`src/rtl/prio_mpu_pkg.sv`:
```
package prio_mpu_pkg;
  localparam int ADDR_W   = 32;
  localparam int CODE_W   = 5;
  localparam int MIN_CODE = 4;
  localparam int BASE_LSB = 5;

  typedef struct packed {
    logic              en;
    logic [ADDR_W-1:0] base;
    logic [CODE_W-1:0] code;
    logic              pr;
    logic              pw;
    logic              ur;
    logic              uw;
    logic              xn;
  } region_t;

  // mask of address bits that take part in the compare for size code
  function automatic logic [ADDR_W-1:0] size_mask(logic [CODE_W-1:0] code);
    logic [ADDR_W:0] m;
    m = {(ADDR_W+1){1'b1}} << (int'(code) + 1);
    return m[ADDR_W-1:0];
  endfunction
endpackage

```
`src/rtl/mpu_cfg_regs.sv`:
```
module mpu_cfg_regs
  import prio_mpu_pkg::*;
#(
  parameter int NUM_REGIONS = 8,
  parameter int IDX_W = $clog2(NUM_REGIONS),
  parameter int CA_W  = IDX_W + 2
) (
  input  logic                             clk_i,
  input  logic                             rst_ni,
  input  logic                             we_i,
  input  logic [CA_W-1:0]                  addr_i,
  input  logic [31:0]                      wdata_i,
  input  logic                             flt_valid_i,
  input  logic [1:0]                       flt_acc_i,
  input  logic                             flt_priv_i,
  input  logic [ADDR_W-1:0]                flt_addr_i,
  output logic [31:0]                      rdata_o,
  output region_t [NUM_REGIONS-1:0]        regions_o,
  output logic                             glb_en_o,
  output logic                             clr_o
);
  localparam logic [CA_W-1:0] CTRL_A = CA_W'(2*NUM_REGIONS);
  localparam logic [CA_W-1:0] STAT_A = CA_W'(2*NUM_REGIONS + 1);
  localparam logic [CA_W-1:0] FADR_A = CA_W'(2*NUM_REGIONS + 2);

  for (genvar g = 0; g < NUM_REGIONS; g++) begin : g_reg
    region_t reg_q;
    always_ff @(posedge clk_i or negedge rst_ni) begin
      if (!rst_ni) begin
        reg_q <= '0;
      end else if (we_i && addr_i == CA_W'(2*g)) begin
        reg_q.base <= {wdata_i[ADDR_W-1:BASE_LSB], {BASE_LSB{1'b0}}};
      end else if (we_i && addr_i == CA_W'(2*g+1)) begin
        reg_q.en   <= wdata_i[0];
        reg_q.code <= wdata_i[5:1];
        reg_q.pr   <= wdata_i[8];
        reg_q.pw   <= wdata_i[9];
        reg_q.ur   <= wdata_i[10];
        reg_q.uw   <= wdata_i[11];
        reg_q.xn   <= wdata_i[12];
      end
    end
    assign regions_o[g] = reg_q;
  end

  logic glb_en_q;
  always_ff @(posedge clk_i or negedge rst_ni) begin
    if (!rst_ni)                        glb_en_q <= 1'b0;
    else if (we_i && addr_i == CTRL_A)  glb_en_q <= wdata_i[0];
  end
  assign glb_en_o = glb_en_q;
  assign clr_o    = we_i && (addr_i == STAT_A) && wdata_i[0];

  region_t rd_reg;
  always_comb begin
    rd_reg  = regions_o[addr_i[IDX_W:1]];
    rdata_o = '0;
    if (int'(addr_i) < 2*NUM_REGIONS) begin
      if (!addr_i[0]) rdata_o = rd_reg.base;
      else rdata_o = {19'b0, rd_reg.xn, rd_reg.uw, rd_reg.ur, rd_reg.pw, rd_reg.pr,
                      2'b0, rd_reg.code, rd_reg.en};
    end else if (addr_i == CTRL_A) begin
      rdata_o = {31'b0, glb_en_q};
    end else if (addr_i == STAT_A) begin
      rdata_o = {28'b0, flt_priv_i, flt_acc_i, flt_valid_i};
    end else if (addr_i == FADR_A) begin
      rdata_o = flt_addr_i;
    end
  end
endmodule

```
`src/rtl/mpu_region_match.sv`:
```
module mpu_region_match
  import prio_mpu_pkg::*;
(
  input  region_t           region_i,
  input  logic [ADDR_W-1:0] addr_i,
  output logic              hit_o
);
  logic [ADDR_W-1:0] mask;
  assign mask  = size_mask(region_i.code);
  assign hit_o = region_i.en && (int'(region_i.code) >= MIN_CODE) &&
                 ((addr_i & mask) == (region_i.base & mask));
endmodule

```
`src/rtl/mpu_prio_sel.sv`:
```
module mpu_prio_sel #(
  parameter int NUM_REGIONS = 8,
  parameter int IDX_W = $clog2(NUM_REGIONS)
) (
  input  logic [NUM_REGIONS-1:0] hit_i,
  output logic                   any_o,
  output logic [IDX_W-1:0]       idx_o
);
  // ascending scan: the last hit seen, i.e. highest number, wins
  always_comb begin
    any_o = 1'b0;
    idx_o = '0;
    for (int i = 0; i < NUM_REGIONS; i++) begin
      if (hit_i[i]) begin
        any_o = 1'b1;
        idx_o = IDX_W'(i);
      end
    end
  end
endmodule

```
`src/rtl/mpu_fault_status.sv`:
```
module mpu_fault_status
  import prio_mpu_pkg::*;
(
  input  logic              clk_i,
  input  logic              rst_ni,
  input  logic              fault_i,
  input  logic [ADDR_W-1:0] addr_i,
  input  logic [1:0]        acc_i,
  input  logic              priv_i,
  input  logic              clr_i,
  output logic              valid_o,
  output logic [ADDR_W-1:0] addr_o,
  output logic [1:0]        acc_o,
  output logic              priv_o
);
  always_ff @(posedge clk_i or negedge rst_ni) begin
    if (!rst_ni) begin
      valid_o <= 1'b0;
      addr_o  <= '0;
      acc_o   <= '0;
      priv_o  <= 1'b0;
    end else if (fault_i && (!valid_o || clr_i)) begin
      valid_o <= 1'b1;
      addr_o  <= addr_i;
      acc_o   <= acc_i;
      priv_o  <= priv_i;
    end else if (clr_i) begin
      valid_o <= 1'b0;
    end
  end
endmodule

```
`src/rtl/prio_mpu.sv`:
```
module prio_mpu
  import prio_mpu_pkg::*;
#(
  parameter int NUM_REGIONS = 8,
  localparam int IDX_W = $clog2(NUM_REGIONS),
  localparam int CA_W  = IDX_W + 2
) (
  input  logic              clk_i,
  input  logic              rst_ni,
  input  logic              cfg_we_i,
  input  logic [CA_W-1:0]   cfg_addr_i,
  input  logic [31:0]       cfg_wdata_i,
  output logic [31:0]       cfg_rdata_o,
  input  logic              chk_valid_i,
  input  logic [ADDR_W-1:0] chk_addr_i,
  input  logic [1:0]        chk_acc_i,
  input  logic              chk_priv_i,
  output logic              chk_allow_o,
  output logic              chk_fault_o,
  output logic              chk_hit_o,
  output logic [IDX_W-1:0]  chk_region_o,
  output logic              flt_valid_o,
  output logic [ADDR_W-1:0] flt_addr_o,
  output logic [1:0]        flt_acc_o,
  output logic              flt_priv_o
);
  region_t [NUM_REGIONS-1:0] regions;
  logic                      glb_en;
  logic                      clr;
  logic [NUM_REGIONS-1:0]    hits;
  logic                      any_hit;
  logic [IDX_W-1:0]          win_idx;
  region_t                   win;
  logic                      is_fetch, is_write, perm_ok, allow;

  mpu_cfg_regs #(.NUM_REGIONS(NUM_REGIONS), .IDX_W(IDX_W), .CA_W(CA_W)) u_regs (
    .clk_i      (clk_i),
    .rst_ni     (rst_ni),
    .we_i       (cfg_we_i),
    .addr_i     (cfg_addr_i),
    .wdata_i    (cfg_wdata_i),
    .flt_valid_i(flt_valid_o),
    .flt_acc_i  (flt_acc_o),
    .flt_priv_i (flt_priv_o),
    .flt_addr_i (flt_addr_o),
    .rdata_o    (cfg_rdata_o),
    .regions_o  (regions),
    .glb_en_o   (glb_en),
    .clr_o      (clr)
  );

  for (genvar g = 0; g < NUM_REGIONS; g++) begin : g_match
    mpu_region_match u_match (
      .region_i(regions[g]),
      .addr_i  (chk_addr_i),
      .hit_o   (hits[g])
    );
  end

  mpu_prio_sel #(.NUM_REGIONS(NUM_REGIONS), .IDX_W(IDX_W)) u_sel (
    .hit_i(hits),
    .any_o(any_hit),
    .idx_o(win_idx)
  );

  assign win      = regions[win_idx];
  assign is_fetch = (chk_acc_i == 2'b00);
  assign is_write = chk_acc_i[1];

  always_comb begin
    if (is_write) perm_ok = chk_priv_i ? win.pw : win.uw;
    else          perm_ok = chk_priv_i ? win.pr : win.ur;
    if (is_fetch && win.xn) perm_ok = 1'b0;
  end

  always_comb begin
    if (!glb_en)      allow = 1'b1;
    else if (any_hit) allow = perm_ok;
    else              allow = chk_priv_i;
  end

  assign chk_allow_o  = allow;
  assign chk_fault_o  = chk_valid_i && !allow;
  assign chk_hit_o    = glb_en && any_hit;
  assign chk_region_o = glb_en ? win_idx : '0;

  mpu_fault_status u_status (
    .clk_i  (clk_i),
    .rst_ni (rst_ni),
    .fault_i(chk_fault_o),
    .addr_i (chk_addr_i),
    .acc_i  (chk_acc_i),
    .priv_i (chk_priv_i),
    .clr_i  (clr),
    .valid_o(flt_valid_o),
    .addr_o (flt_addr_o),
    .acc_o  (flt_acc_o),
    .priv_o (flt_priv_o)
  );
endmodule

```
`config.mk`:
```
export PLATFORM = sky130hd
export DESIGN_NAME = prio_mpu
export DESIGN_NICKNAME = d
export VERILOG_FILES = /design/src/rtl/prio_mpu_pkg.sv /design/src/rtl/mpu_cfg_regs.sv /design/src/rtl/mpu_region_match.sv /design/src/rtl/mpu_prio_sel.sv /design/src/rtl/mpu_fault_status.sv /design/src/rtl/prio_mpu.sv
export SDC_FILE = /design/constraint.sdc
export NUM_CORES = 1
export LEC_CHECK = 0
export BUFFER_PORTS_ARGS = -buffer_cell sky130_fd_sc_hd__buf_2
export CELL_PAD_IN_SITES_DETAIL_PLACEMENT = 0
export CELL_PAD_IN_SITES_GLOBAL_PLACEMENT = 1
export CORE_MARGIN = 8
export CORE_UTILIZATION = 53
export DETAILED_ROUTE_END_ITERATION = 8
export MAX_ROUTING_LAYER = met4
export PLACE_DENSITY_LB_ADDON = 0.1
export SLEW_MARGIN = 20
export SYNTH_ARGS = -nofsm -noshare
export SYNTH_HDL_FRONTEND = slang
export SYNTH_SLANG_ARGS = --single-unit
```
`constraint.sdc`:
```
create_clock -name clk_i -period 10.16 [get_ports clk_i]
set_input_delay 1.016 -clock clk_i [delete_from_list [all_inputs] [get_ports clk_i]]
set_output_delay 1.016 -clock clk_i [all_outputs]
set_load 0.005 [all_outputs]
```
======== Yosys cells after proc, flatten, opt, wreduce, memory -nomap -nowiden ========
Cells that the tools add are included.
word-level totals
  bits in registers ....................... 341
  input port bits ......................... 76
  output and inout port bits .............. 74
  logic and storage cells ................. 232
operators by class
  add/sub/neg operators ................... 8
  order comparisons ....................... 11
  equality and inequality tests ........... 26
  shifts and indexed selects .............. 8
  mux-type cells .......................... 33
  bitwise operators ....................... 24
  reductions and logical operators ........ 53
operator list
  cell                                                               count
  bitwise AND 32 bit                                                 16
  << shifter 33 x 32 -> 32 bit, first input constant                 8
  binary-select mux 43 bit (select 3 bit)                            2
  equality test 32 bit                                               8
  two-way mux 32 bit                                                 5
  adder 5 x 1 -> 6 bit, second input constant                        8
  two-way mux 43 bit                                                 1
  equality test 5 x 4 -> 1 bit, second input constant                8
  greater-or-equal comparator 5 x 3 -> 1 bit, second input constant  8
  logical AND 1 bit                                                  39
  equality test 5 x 3 -> 1 bit, second input constant                4
  two-way mux 1 bit                                                  17
  AND reduction 2 bit                                                8
  equality test 5 bit, second input constant                         3
  two-way mux 3 bit                                                  5
  equality test 5 x 2 -> 1 bit, second input constant                2
  less-than comparator 3 x 4 -> 1 bit, second input constant         2
  inverter 1 bit                                                     8
  equality test 5 x 1 -> 1 bit, second input constant                1
  logical NOT 5 bit                                                  1
  less-than comparator 5 bit, second input constant                  1
  two-way mux 5 bit                                                  1
  two-way mux 2 bit                                                  2
  logical NOT 1 bit                                                  2
  other kinds (3)                                                    3

======== Depth between registers and ports, before layout ========
Gate-level depths: netlist (run 1).
  depth in word-level cells ............... 23
  mapped depth ............................ 19
  depth with buffers taken out ............ 16

======== Hierarchy ========
From an unflattened synthesis (run 1), not the netlist that was laid out.
unflattened totals
  cell total of the unflattened synthesis .. 2229
  area, all modules ....................... 24456.0 sq um
modules (own cells, without submodules)
  module            instances  cells each  area each (sq um)  seq. area each (sq um)
  mpu_cfg_regs      1          1046        14685.3            7632.3
  mpu_region_match  8          130         969.7              0.0
  mpu_fault_status  1          77          1500.2             900.9
  prio_mpu          1          54          455.4              0.0
  mpu_prio_sel      1          12          57.6               0.0

======== Least setup slack after synthesis (run 1) ========
Ideal clock, no wire load.
  path kind ............................... input to output
  from .................................... input port chk_addr_i[28]
  to ...................................... output port chk_fault_o
  arrival ................................. 4.547 ns
  required time ........................... 9.144 ns
  path slack .............................. 4.597 ns
  stages on the path ...................... 13
  path buffers ............................ 1
  cells stage by stage .................... clkbuf_1 > xor2_1 > maj3_2 > o22a_1 > or4b_1 > o21ai_0 > nand4_1 > o211ai_2 > mux2_2 > o311ai_0 > nor3_1 > o21ai_0 > and3_1
on the way
  word-level cells in the longest chain between the ends .. 19
  elaborated cells between the ends (all ways) .. 50
  classes of those cells .................. 8 x eq/ne; 23 x mux; 8 x bitwise; 11 x reduce/logical
RTL lines
  item                                         RTL line                        text
  start, declared                              prio_mpu.sv:15                  input logic [ADDR_W-1:0] chk_addr_i,
  bitwise AND 32 bit                           mpu_region_match.sv:11          ((addr_i & mask) == (region_i.base & mask));
  equality test 32 bit                         mpu_region_match.sv:11
  logical AND 1 bit                            mpu_region_match.sv:10          assign hit_o = region_i.en && (int'(region_i.code) >= MIN_CODE) &&
  two-way mux 1 bit                            mpu_prio_sel.sv:14              if (hit_i[i]) begin
  two-way mux 2 bit (2 in series)              mpu_prio_sel.sv:14
  two-way mux 3 bit (4 in series)              mpu_prio_sel.sv:14
  binary-select mux 43 bit (select 3 bit)      prio_mpu.sv:66                  assign win = regions[win_idx];
  two-way mux 5 bit (not written as such)      prio_mpu.sv:66
  two-way mux 1 bit, on equally long branches  prio_mpu.sv:72, prio_mpu.sv:71
  two-way mux 1 bit                            prio_mpu.sv:71                  if (is_write) perm_ok = chk_priv_i ? win.pw : win.uw;
  two-way mux 1 bit                            prio_mpu.sv:73                  if (is_fetch && win.xn) perm_ok = 1'b0;
  two-way mux 1 bit *                          prio_mpu.sv:78                  else if (any_hit) allow = perm_ok;
  two-way mux 1 bit *                          prio_mpu.sv:77                  if (!glb_en) allow = 1'b1;
  logical NOT 1 bit *                          prio_mpu.sv:83                  assign chk_fault_o = chk_valid_i && !allow;
  logical AND 1 bit *                          prio_mpu.sv:83
  end, declared                                prio_mpu.sv:19                  output logic chk_fault_o,
Every way passes the cells marked *; elsewhere a longest branch is shown, timed or not. The select of a mux whose other input is x is not followed.

======== Worst setup path after layout (run 1) ========
  from .................................... register u_regs.g_reg[1].reg_q, in the netlist u_regs.regions_o[49]
  to ...................................... output port chk_fault_o
on the way
  word-level cells in the longest chain between the ends .. 21
  elaborated cells between the ends (all ways) .. 33
  classes of those cells .................. 1 x add/sub; 1 x order compare; 1 x eq/ne; 1 x shift; 22 x mux; 2 x bitwise; 5 x reduce/logical
RTL lines
  item                                         RTL line                        text
  start, declared                              mpu_cfg_regs.sv:27              region_t reg_q;
  adder 5 x 1 -> 6 bit                         prio_mpu_pkg.sv:21              m = {(ADDR_W+1){1'b1}} << (int'(code) + 1);
  << shifter 33 x 32 -> 32 bit                 prio_mpu_pkg.sv:21
  bitwise AND 32 bit                           mpu_region_match.sv:11
  equality test 32 bit                         mpu_region_match.sv:11
  logical AND 1 bit *                          mpu_region_match.sv:10
  two-way mux 1 bit                            mpu_prio_sel.sv:14
  two-way mux 2 bit (2 in series)              mpu_prio_sel.sv:14
  two-way mux 3 bit (4 in series)              mpu_prio_sel.sv:14
  binary-select mux 43 bit (select 3 bit)      prio_mpu.sv:66
  two-way mux 5 bit (not written as such)      prio_mpu.sv:66
  two-way mux 1 bit, on equally long branches  prio_mpu.sv:72, prio_mpu.sv:71
  two-way mux 1 bit                            prio_mpu.sv:71
  two-way mux 1 bit                            prio_mpu.sv:73
  two-way mux 1 bit *                          prio_mpu.sv:78
  two-way mux 1 bit *                          prio_mpu.sv:77
  logical NOT 1 bit *                          prio_mpu.sv:83
  logical AND 1 bit *                          prio_mpu.sv:83
Marked as above.

==> metrics, run 1 <==
Routed WL per cell=roughly 34 um; HP Class=input port to async pin; Top FF cell, synth=dfrtp_1; detailed placement HPWL=just under 70,000 um; Layout area overhead=10.6%; Data required, critical path=slightly above 9 ns; setup TNS=0 ns; TritonRoute pass-1 iters=9; outcome=completed; antenna violations before repair=7; post-placement cell count=2,651; Synth Area in Compound Gates=13.4%; slowest stage cell, crit path=xor2_1; Gate Count Post-Synth=2,084; skew final=0.0282 ns; crit path from=u_regs.regions_o[49]; initial core utilization=about 54%; syn avg cell area=10.8 sq um; Resize count post-CTS=0; num ports=150; asr flop ratio synth=100%; WS Path Type=flip-flop to primary output; Cell variety after synth=89; initial DRC count=2,547; slew of the pin with the lowest slew margin=between 1 and 1.5 ns; critical path arrival=a little over 7 ns; Die W=222 um; Sink Count=approximately 340; CTS tree=yes; xor/xnor share of the synthesized area=9.31%; Synth Area in Adders=~2.3%; Max stage delay on crit path=around 0.71 ns; Final Hold Vio Count=0; Core ar.=~42,000 sq um; H-tree levels=2; min Tclk post-route=around 8.1 ns; Non-Filler Instances=approximately 2,700; remaining global-route overflow=0; layout cells sized above 1=roughly 31%; count of flip-flops with a built-in enable after synthesis=0; # DRC=0; simple-gate portion of the synthesized area=about 8.5%; DR vias=approximately 19,000; Max Clock Freq=about 120 MHz; max_cap viols=0; CTS Buffer Depth=3; R2R depth=15; Most common cell on crit path=o311ai_0; nets=approximately 2,300; most frequent cells in the layout=mux2_2 (353), dfrtp_1 (341), buf_2 (145); synthesized area=between 20,000 and 25,000 sq um; mux share of post-synthesis cell area=roughly a quarter; Static Leak=around 11 nW; postcts setup bufs=0; Max Slew Vio Count=0; buffers and inverters on the worst path=1; clock-pin slew on the worst setup and hold paths=0.06 ns; critical path depth in cells=15; main combinational cell family by area after synthesis=multiplexers; vias in the first global route=roughly 18,000; post-synthesis sequential area ratio=about 38%; Slew HR=between 20% and 30%; Yosys warning count=0; CP top delay family=compound AO/OA/AOI/OAI gates; Final ANT Viol Nets=0; critical-path maximum fanout=18; R2R Path Start=u_regs.regions_o[49]; Die Area=slightly below 50,000 sq um; Yosys reg bits=341; IO Port Bufs=~150; Storage cell area=roughly 8500 sq um; commonest non-fill, non-tap cell in the layout=mux2_2; later-pin clock latency in the skew report=0.58 ns; Total Power=around 5.4 mW; largest net degree at the start of global routing=about 160; Die Ht=about 220 um; row count=75; root buffer cell=clkbuf_16; unrepaired setup endpoints after global routing=false; Cell Chain, Critical Path=ha_1, xor2_1, nand2_1, a21oi_1, o311ai_0, nor4_1, o22a_1, a21boi_1, o211ai_2, mux2_2, o311ai_0, nor3_1, o21ai_0, and3_1, buf_2; VDD IR max=0.000135 V; Multi-input gate area=about 13,000 sq um; Fillers=3,622; routed vias/inst=between 6 and 7; routability cong.=about 1.1; Post-Place Worst Slack=3.02 ns; crit start category=flip-flop; fin crit share=79.6%; syn_nets=roughly 2,200; Critical Path Sink Type=primary output; final setup vio count=0; Pwr Density=218 nW/um^2; total global-route track usage=around 37%; CTS Buf Count=41; first-pass GRT wire length=133,000 um; setup ws final=~2.1 ns; Routed WL=roughly 90,000 um; Hold Buf Count CTS=0
==> path summary, 6_finish.rpt <==
check | end | slack (ns)
setup / recovery | chk_fault_o | 2.07
setup reg to reg | u_status.addr_o[13] | 2.96
hold reg to reg | u_regs.regions_o[305] | 0.53
hold / removal | u_status.addr_o[6] | 0.44
max in group asynchronous | u_regs.regions_o[250] | 8.31
min in group clk_i | u_regs.regions_o[305] | 0.53
==> kinds of logic (layout without fill, tap and decap cells) <==
| kind of cell | Yosys count | count (layout) |
|---|---|---|
| muxes | 451 | 451 |
| AOI/OAI and AO/OA | 433 | 433 |
| and+or+nand+nor | 376 | 376 |
| DFF | 341 | 341 |
| xor gates and xnor gates | 238 | 238 |
| buffers and inverters | 203 | 299 |
| adders and majority gates | 42 | 42 |
| other | 0 | 4 |
==> through the flow <==
stage / utilization (%) / instance area (sq um) / hold slack (ns)
2_1_floorplan: - / 22500 / 0.489
4_1_cts: 59.2 / 24800 / 0.518
3_5_place_dp: 56.1 / 23500 / 0.519
6_report: 59.2 / 24800 / 0.438
3_3_place_gp: 56.1 / 23500 / 0.513
5_1_grt: 59.2 / 24800 / 0.527
==> state kept, by name, indices dropped and copies added (netlist names) <==
signal and count:
u_regs.glb_en_o 1, u_status.priv_o 1, u_status.addr_o 32, u_status.acc_o 2, u_status.valid_o 1, u_regs.regions_o 304
==> cell type report <==
class                           count  share of cell area (%)
Multi-Input combinational cell   1540                    52.9
Sequential cell                   341                    34.3
Clock buffer                       58                    4.67
Timing Repair Buffer              173                    3.86
Tap cell                          539                    2.71
Inverter                           58                   0.876
Clock inverter                     10                   0.554
Antenna cell                        4                  0.0403
==> Yosys cell counts, types with 9 or more instances <==
cell       count  area [sq um]
mux2_2       353          3980
dfrtp_1      341          8530
xor2_1       132          1160
nand2_1      114           428
xnor2_1      105           920
o21ai_0       98           490
clkbuf_1      94           353
a21oi_1       79           395
inv_1         58           218
nor2_1        56           210
a22oi_1       50           375
nand3_1       45           225
ha_1          40           500
mux4_2        38           856
mux2_4        30           450
mux2i_1       30           300
buf_2         28           140
a221oi_1      26           228
nor2b_1       25           156
o22ai_1       24           150
nor3_1        23           115
nand2b_1      22           138
nor4_1        20           125
buf_1         19          71.3
nand4_1       18           113
and2_1        12          75.1
o211ai_1      10          75.1
o31ai_1       10          75.1
a211oi_1       9          67.6
o2111ai_1      9          78.8
==> routing by layer <==
metal	vias to the layer above	wire length, um	GRT usage (%)
li1	7848	-	-
met1	9714	38500	51.6
met2	1173	39400	54.4
met3	192	10100	7.96
met4	0	3640	12.6
met5	-	0	-
==> power by group <==
| group | internal, mW | total (mW) | leakage, nW | switching, mW |
|---|---|---|---|---|
| clock | 0.867 | 1.48 | 0.631 | 0.613 |
| combinational | 0.814 | 1.89 | 5.94 | 1.07 |
| sequential | 1.67 | 2.06 | 4.33 | 0.393 |
| total | 3.35 | 5.43 | 10.9 | 2.08 |
No activity file was read; power rests on OpenSTA's default activity.
==> run 2, diff against run 1 <==
CORE_UTILIZATION = 45   (was 53)
clock period = 7.1 ns   (was 10.16 ns; I/O delays follow)
==> metrics, run 2 (synthesis results as in run 1) <==
Die Ht=239 um (+7.9%); H-tree levels=2 (unchanged); R2R setup slack=0.88 ns (-2.08 ns); # DRC=0 (unchanged); Routed WL per cell=31.9 um (-5.3%); remaining global-route overflow=0 (unchanged); vias in the first global route=17,934 (-2.2%); crit path from=u_regs.regions_o[135]; num ports=150 (unchanged); critical path depth in cells=17 (+2); Slew HR=31.2% (+3.4 points); Hold Buf Count CTS=0 (unchanged); outcome=completed; CTS Buf Count=42 (+2.4%); fin crit share=95.0%; critical-path maximum fanout=10 (-8); Die W=239 um (+7.9%); Core ar.=49,800 sq um (+19%); critical path arrival=6.03 ns (-1.05 ns); final core occ=50.7% (-8.6 points); Setup crit end=chk_fault_o; post-route cell area=25,200 sq um (+1.4%); CTS tree=yes; Cell Chain, Critical Path=ha_1, inv_1, ha_1, nor2b_1, a2111oi_0, a21oi_1, a2111o_1, o22ai_1, a41oi_1, a21boi_1, o211ai_2, mux2_2, o311ai_0, nor3_1, o21ai_0, and3_1, buf_2; R2R depth=17 (+2); most frequent cells in the layout=mux2_2 (353), dfrtp_1 (341), buf_2 (145); Final ANT Viol Nets=0 (unchanged); largest net degree at the start of global routing=159 (-1.9%); initial core utilization=45.2% (-8.4 points); root buffer cell=clkbuf_16; nets=2,276 (+0.22%); Die Area=57,300 sq um (+16%); DR vias=18,227 (-3.7%); min Tclk post-route=6.74 ns; unrepaired setup endpoints after global routing=false; Final Hold Vio Count=0 (unchanged); Total Power=7.83 mW (+44%); WS Path Type=flip-flop to primary output; detailed placement HPWL=68,700 um (+1.4%); HP Class=input port to async pin; CTS Buffer Depth=3 (unchanged); max_cap viols=0 (unchanged); final setup vio count=0 (unchanged); CP top delay family=compound AO/OA/AOI/OAI gates; routability cong.=1.01 (-6.5%); R2R Path Start=u_regs.regions_o[135]; Static Leak=11.0 nW (+0.91%); Routed WL=91,400 um (-0.28%); Most common cell on crit path=ha_1; Pwr Density=311 nW/um^2 (+42%); total global-route track usage=32.5% (-4.9 points); Max Slew Vio Count=0 (unchanged); TritonRoute pass-1 iters=8 (-1); row count=82 (+9.3%); final hold slack=0.165 ns (-0.273 ns); Critical Path Sink Type=primary output; Reg2Reg Capture Point=u_status.addr_o[28]; Data required, critical path=6.39 ns (-2.75 ns); buffers and inverters on the worst path=2 (+1); setup TNS=0 ns (unchanged); initial DRC count=1,892 (-26%); Max Clock Freq=between 100 and 150 MHz; crit start category=flip-flop; Sink Count=341 (unchanged); later-pin clock latency in the skew report=0.58 ns (about the same); routed vias/inst=6.36 (-8.5%); slew of the pin with the lowest slew margin=1.03 ns (-0.0508 ns); VDD IR max=0.000244 V (+81%); flip-flop count of the largest register after layout=304 (unchanged); antenna violations before repair=5 (-2); layout cells sized above 1=31.6% (+0.51 points); Max stage delay on crit path=0.70 ns (about the same); commonest non-fill, non-tap cell in the layout=mux2_2; clock-pin slew on the worst setup and hold paths=0.05 ns (about the same); first-pass GRT wire length=132,000 um (-0.32%); slowest stage cell, crit path=o311ai_0; Layout area overhead=12.2%; dpl cell area=23,700 sq um (+0.81%); IO Port Bufs=149 (unchanged); skew final=0.0210 ns (-0.00727 ns)
[run 2: worst reg2reg max path, stage by stage (launching register included)]
cell	delay, ns
dfrtp_1	0.47
ha_1	0.28
inv_1	0.06
ha_1	0.44
nor2b_1	0.28
a2111oi_0	0.40
a21oi_1	0.11
a2111o_1	0.41
o22ai_1	0.19
a41oi_1	0.35
a21boi_1	0.31
o211ai_2	0.30
mux2_2	0.37
o311ai_0	0.70
nor4_2	0.15
a211oi_4	0.58
buf_12	0.32
mux2_4	0.41
[run 2: worst min-delay path by stage]
stage	endpoint	slack, ns	cells past startpoint
4_1_cts	u_regs.regions_o[241]	0.23	1
3_3_place_gp	u_regs.regions_o[174]	0.51	1
3_5_place_dp	u_status.addr_o[16]	0.52	1
6_report	u_status.addr_o[15]	0.16	1
5_1_grt	u_regs.regions_o[221]	0.24	1
2_1_floorplan	u_regs.glb_en_o	0.41	0
[run 2: where the power goes]
group          total [mW]  switching, mW  internal (mW)
logic                2.62           1.45           1.17
clock network        2.27          0.895           1.37
registers            2.94          0.556           2.39
total                7.83           2.90           4.93
[run 2: final cells by class]
class | count | area (sq um)
antenna | 2 | 5.00
clock buffer | 63 | 1260
clock inverter | 13 | 175
fill | 4627 | 24600
inverter | 58 | 218
multi-input combinational | 1540 | 13200
sequential | 341 | 8530
tap | 672 | 841
timing repair buffer | 177 | 1020
[run 2: repair_timing]
item                       4_1_cts  5_1_grt
setup endpoints to repair        0        2
gates resized for setup          0        0
buffers inserted                 0        2
[run 2: through the flow]
stage	setup slack (ns)	instances
2_1_floorplan	2.07	2084
3_3_place_gp	1.03	2785
3_5_place_dp	0.985	2785
4_1_cts	0.401	2861
5_1_grt	0.0100	2866
6_report	0.356	2866
[run 2: layer usage]
metal	vias up	GRT usage, %	wire length (um)
met5	-	-	0
met4	0	11.4	3560
met3	133	4.98	6130
met2	715	50.2	42000
met1	9527	43.3	39700
li1	7852	-	-
